File: config.mk
export PLATFORM = sky130hd
export DESIGN_NAME = mbx_irq_top
export DESIGN_NICKNAME = d
export VERILOG_FILES = /design/src/rtl/mbx_pkg.sv /design/src/rtl/mbx_port_decode.sv /design/src/rtl/mbx_flag.sv /design/src/rtl/mbx_irq_top.sv
export SDC_FILE = /design/constraint.sdc
export NUM_CORES = 1
export LEC_CHECK = 0
export CAP_MARGIN = 25
export CORE_AREA = 5 5 42 44
export DETAILED_ROUTE_END_ITERATION = 12
export DIE_AREA = 0 0 47 49
export GPL_TIMING_DRIVEN = 0
export PLACE_DENSITY = 0.58
export SYNTH_ARGS = -nofsm -noshare
export SYNTH_HDL_FRONTEND = slang
export SYNTH_SLANG_ARGS = --single-unit
File: constraint.sdc
create_clock -name clk -period 2.3 [get_ports clk]
set_clock_uncertainty 0.2 [all_clocks]
set_input_delay 0.46 -clock clk [delete_from_list [all_inputs] [get_ports clk]]
set_output_delay 0.46 -clock clk [all_outputs]
set_load 0.05 [all_outputs]
File: src/rtl/mbx_pkg.sv
package mbx_pkg;
  typedef enum logic [0:0] { SIDE_L = 1'b0, SIDE_R = 1'b1 } side_e;

  function automatic logic [31:0] box_addr(input int addr_w, input side_e side);
    logic [31:0] top;
    top = (32'd1 << addr_w) - 32'd1;
    return (side == SIDE_L) ? top - 32'd1 : top;
  endfunction
endpackage

File: src/rtl/mbx_port_decode.sv
module mbx_port_decode #(
  parameter int ADDR_W = 13,
  parameter mbx_pkg::side_e SIDE = mbx_pkg::SIDE_L
) (
  input  logic [ADDR_W-1:0] addr,
  input  logic              ce,
  input  logic              sem,
  input  logic              wr,
  output logic              post_peer,
  output logic              take_own
);
  import mbx_pkg::*;
  localparam side_e PEER = (SIDE == SIDE_L) ? SIDE_R : SIDE_L;
  localparam logic [31:0] OWN_W  = box_addr(ADDR_W, SIDE);
  localparam logic [31:0] PEER_W = box_addr(ADDR_W, PEER);
  localparam logic [ADDR_W-1:0] OWN_BOX  = OWN_W[ADDR_W-1:0];
  localparam logic [ADDR_W-1:0] PEER_BOX = PEER_W[ADDR_W-1:0];

  logic active;
  assign active    = ce & ~sem;
  assign post_peer = active &  wr & (addr == PEER_BOX);
  assign take_own  = active & ~wr & (addr == OWN_BOX);
endmodule

File: src/rtl/mbx_flag.sv
module mbx_flag (
  input  logic clk,
  input  logic rst_n,
  input  logic set,
  input  logic clr,
  output logic irq_n
);
  logic pend_q;

  always_ff @(posedge clk) begin
    if (!rst_n)   pend_q <= 1'b0;
    else if (set) pend_q <= 1'b1;
    else if (clr) pend_q <= 1'b0;
  end

  assign irq_n = ~pend_q;
endmodule

File: src/rtl/mbx_irq_top.sv
module mbx_irq_top #(
  parameter int ADDR_W = 13
) (
  input  logic              clk,
  input  logic              rst_n,
  input  logic [ADDR_W-1:0] l_addr,
  input  logic              l_ce,
  input  logic              l_sem,
  input  logic              l_wr,
  input  logic [ADDR_W-1:0] r_addr,
  input  logic              r_ce,
  input  logic              r_sem,
  input  logic              r_wr,
  output logic              l_int_n,
  output logic              r_int_n
);
  import mbx_pkg::*;
  localparam int NPORT = 2;

  logic [ADDR_W-1:0] addr_a [NPORT];
  logic [NPORT-1:0]  ce_a, sem_a, wr_a, post_a, take_a, irq_a;

  assign addr_a[0] = l_addr;
  assign addr_a[1] = r_addr;
  assign ce_a  = {r_ce, l_ce};
  assign sem_a = {r_sem, l_sem};
  assign wr_a  = {r_wr, l_wr};

  for (genvar i = 0; i < NPORT; i++) begin : g_port
    localparam side_e S = (i == 0) ? SIDE_L : SIDE_R;
    mbx_port_decode #(.ADDR_W(ADDR_W), .SIDE(S)) u_dec (
      .addr(addr_a[i]), .ce(ce_a[i]), .sem(sem_a[i]), .wr(wr_a[i]),
      .post_peer(post_a[i]), .take_own(take_a[i])
    );
    mbx_flag u_flag (
      .clk(clk), .rst_n(rst_n),
      .set(post_a[NPORT-1-i]), .clr(take_a[i]),
      .irq_n(irq_a[i])
    );
  end

  assign l_int_n = irq_a[0];
  assign r_int_n = irq_a[1];
endmodule

# Word level (Yosys, flattened, before mapping)

Cells that the tools add are included.

Bits in registers: 2
Input bits: 34
Word-level logic and storage cells: 28

Equal/unequal tests: 4
Mux-type cells: 4
Bitwise gates (word level): 16
Reduce and logical (&&, ||, !) cells: 2

Operators by type and width:

| operator               | number |
|---|---|
| $eq A13 B13 Y1 const B | 4 |
| $and A1 B1 Y1          | 10 |
| $not A1 Y1             | 6 |
| $mux W1                | 4 |
| $reduce_bool A2 Y1     | 2 |

# Logic depth before layout (Yosys ltp)

Depth in word-level cells: 6
Gate-level depth with buffers: 4
Gate-level depth less buffers: 4

# By module

Synthesis repeated with hierarchy kept, for this count alone.

Cell total of the unflattened synthesis: 22
Area total of the unflattened synthesis: 177.7 µm²

Modules (own cells, without submodules):

| module          | instances | cells each | area an instance (µm²) | seq. area each (µm²) |
|---|---|---|---|---|
| mbx_port_decode | 2         | 7          | 51.3                   | 0.0 |
| mbx_flag        | 2         | 4          | 37.5                   | 20.0 |

# Worst setup path before layout

OpenSTA, ideal clock, no wires.

Kind: in2reg
Start: input port l_sem
End: register g_port[0].u_flag.pend_q
Setup time: 117 ps
Arrival: 1,212 ps
Required time: 1,983 ps
Path slack: 770 ps
Stages: 4
Buffers on the path: 0
Path through: nand4b_1 nor4_2 nand2_1 a32o_1

Word-level cells in the longest chain between the ends: 5

Ends and longest elaborated chain:

| item                                | RTL line              | text |
|---|---|---|
| from (decl)                         | mbx_irq_top.sv:8      | `input logic l_sem,` |
| $not A1 Y1                          | mbx_port_decode.sv:20 | `assign active = ce & ~sem;` |
| $and A1 B1 Y1                       | mbx_port_decode.sv:20 |  |
| $and A1 B1 Y1 (2 in a row)          | mbx_port_decode.sv:22 | `assign take_own = active & ~wr & (addr == OWN_BOX);` |
| $reduce_bool A2 Y1 (no source line) | n/a                   |  |
| to (signal assigned)                | mbx_flag.sv:11        | `if (!rst_n) pend_q <= 1'b0;` |
| to (signal assigned)                | mbx_flag.sv:12        | `else if (set) pend_q <= 1'b1;` |
| to (signal assigned)                | mbx_flag.sv:13        | `else if (clr) pend_q <= 1'b0;` |
| to (decl)                           | mbx_flag.sv:8         | `logic pend_q;` |

Every way passes these cells.
A chain may end at the register's enable or synchronous reset.

# Worst setup path after layout

Start: register g_port[0].u_flag.pend_q
End: output port l_int_n

Word-level cells in the longest chain between the ends: 1

Ends and longest elaborated chain:

| item       | RTL line          | text |
|---|---|---|
| $not A1 Y1 | mbx_flag.sv:16    | `assign irq_n = ~pend_q;` |
| to (decl)  | mbx_irq_top.sv:14 | `output logic l_int_n,` |

Every way passes these cells.

==> results.md <==
- Status: completed
- First-iteration detailed-routing DRC count: 0
- Final Cycle Share: 0.8802
- Cts repair resizes: 0
- Synthesized cell area: 165.2 um^2
- Die Height: 49 um
- Reg2reg end: g_port[0].u_flag.pend_q
- Die area: 2303 um^2
- Max-slew violation count: 0
- Peak VDD IR: 150.3 uV
- Hold Startpoint: g_port[1].u_flag.pend_q
- First-pass GRT wire length: 1124 um
- Largest net degree at the start of global routing: 5
- Number of global-route vias before repair: 342
- Setup slack, reg-to-reg: 1.47 ns
- Net Count, Synth: 57
- Worst Max-Slew Pin Slew: 0.5014 ns
- CTS Sinks: 2
- CTS tree: yes
- DRC: 0
- Post-Route WL: 831 um
- Max Clk Rate: 0.4939 GHz
- Slew Limit Headroom: 0.6647
- Root Buffer: clkbuf_4
- Share of layout cells above drive strength 1: 0.06557
- Row count: 14
- Worst-path clk slew: 0.03 ns
- Post-CTS Setup Inserts: 0
- GRT Util Overall: 0.07027
- DRT antenna net count: 0
- Fin nets: 97
- Worst R2R Path Depth: 1
- Global route overflow: 0
- Period minus WS final: 2.025 ns
- HP Class: flip-flop to flip-flop
- Core area: 1401 um^2
- Clk buf depth: 2
- Area grow syn2layout: 237.9%
- Setup TNS: 0 ns
- DP Wirelength: 776.5 um
- CP required: 1.64 ns
- Drt first pass iters: 1
- Register bit total from synthesis: 2
- CTS Buf Count: 3
- Ys Warns: 0
- Final setup vio count: 0
- Die width: 47 um
- CP Class: flip-flop to primary output
- Seq/Total Area, Yosys: 0.2424
- Worst Hold Depth: 2
- Clk Latency, worst-skew pair: 0.23 ns
- Critical Path End Type: primary output
- Fill count: 152
- Post-Synthesis Cells: 23
- H-tree levels: 1
- Max reg flops: 2
- Most flops, register: g_port.u_flag.pend_q
- Initial antenna violation count: 0
- Final Hold Viols: 0
- Diodes inserted: 0
- # Max-Cap Violations: 0
- Cts hold-fix bufs: 0
- Placer Congestion: 0.5803
- WL/cell: 10.79 um
- Number of port buffers: 35
- Ports: 36
- Synth cell types: 12
- Vias: 338
- Largest regs: g_port.u_flag.pend_q x2
- Worst Hold Endpoint: g_port[1].u_flag.pend_q
- Initial Util: 0.1179
- Max Fanout on Critical Path: 2
- Pwr dens: 315.1 nW/um^2
- CP Launch Type: flip-flop
- CP arrival: 1.36 ns
- RSZ-0062 raised after global routing: no
- R2R Path Start: g_port[0].u_flag.pend_q
- Hold Slack: 0.2668 ns
- Syn Area/Cell: 7.181 um^2
- Leak pwr: 0.1950 nW
- DR vias/cell: 4.390
[critical path, stage by stage (launching register included)]
cell and delay, ns:
dfxtp_1 0.30, inv_1 0.05, clkdlybuf4s50_1 0.79
[cell families (layout without fill, tap and decap cells)]
| family | count (synthesis) | count (layout) | share of synthesized area |
|---|---|---|---|
| flops | 2 | 2 | 0.2424 |
| compound gates | 2 | 2 | 0.09088 |
| buf+inv | 2 | 40 | 0.04547 |
| simple gates | 17 | 17 | 0.6213 |
[power by group]
group          total [W]  internal [W]    switching, W
Sequential     0.0000350     0.0000350  0.000000000500
Clock          0.0000792     0.0000577       0.0000215
Combinational  0.0000617     0.0000511       0.0000106
Total           0.000176      0.000144       0.0000321
[stage by stage]
| step | power, W | instance area (um^2) | setup WS [ns] | std cells | utilization |
|---|---|---|---|---|---|
| 2_1_floorplan | 0.00004011 | 165.2 | 0.7702 | 23 | - |
| 3_3_place_gp | 0.00009698 | 535.5 | 0.2903 | 74 | 0.3821 |
| 3_5_place_dp | 0.00009774 | 535.5 | 0.2777 | 74 | 0.3821 |
| 4_1_cts | 0.0001823 | 558.0 | 0.2514 | 77 | 0.3982 |
| 5_1_grt | 0.0001906 | 558.0 | 0.2214 | 77 | 0.3982 |
| 6_report | 0.0001758 | 558.0 | 0.2755 | 77 | 0.3982 |
[cell type report]
cell class	instances	area, um^2	share of cell area
clock buffer	3	22.52	0.04036
inverter	2	7.507	0.01345
multi-input combinational	19	117.6	0.2108
sequential	2	40.04	0.07175
tap	16	20.02	0.03587
timing repair buffer	35	350.3	0.6278
[Yosys cell counts (all sizes together)]
cell,count,area [um^2]
nand2,4,15.01
a32o,1,10.01
nand4b,1,8.760
o21ai,1,5.000
nor4,2,18.77
inv,2,7.510
nand4,6,37.54
and3b,1,8.760
nor2,2,7.510
nand2b,1,6.260
dfxtp,2,40.04
[metal layers]
| metal | track usage | share of wire | up-vias | wire length (um) |
|---|---|---|---|---|
| met2 | 0.1199 | 0.46 | 32 | 381 |
| met3 | 0.02952 | 0.25 | 0 | 211 |
| li1 | - | - | 166 | - |
| met1 | 0.04585 | 0.29 | 140 | 238 |
| met4 | 0.08295 | 0 | 0 | 0 |
| met5 | 0 | 0 | - | 0 |
[layout by cell type (no fill, tap or decap)]
master,instances
dfxtp_1,2
clkdlybuf4s50_1,35
nand2b_1,1
clkbuf_4,3
a32o_1,1
nor4_2,1
and3b_1,1
nor4_1,1
o21ai_0,1
nand4b_1,1
nand2_1,4
nor2_1,2
nand4_1,6
inv_1,2
[how the worst max path moves through the flow]
stage                              end  slack (ns)  cells after the start               startpoint
4_1_cts                        l_int_n        0.25                      2  g_port[0].u_flag.pend_q
6_report                       l_int_n        0.28                      2  g_port[0].u_flag.pend_q
3_5_place_dp   g_port[0].u_flag.pend_q        0.28                      5                    l_sem
3_3_place_gp   g_port[0].u_flag.pend_q        0.29                      5                    l_sem
2_1_floorplan  g_port[0].u_flag.pend_q        0.77                      4                    l_sem
5_1_grt                        r_int_n        0.22                      2  g_port[1].u_flag.pend_q
Power figures use the tool's default switching activity.
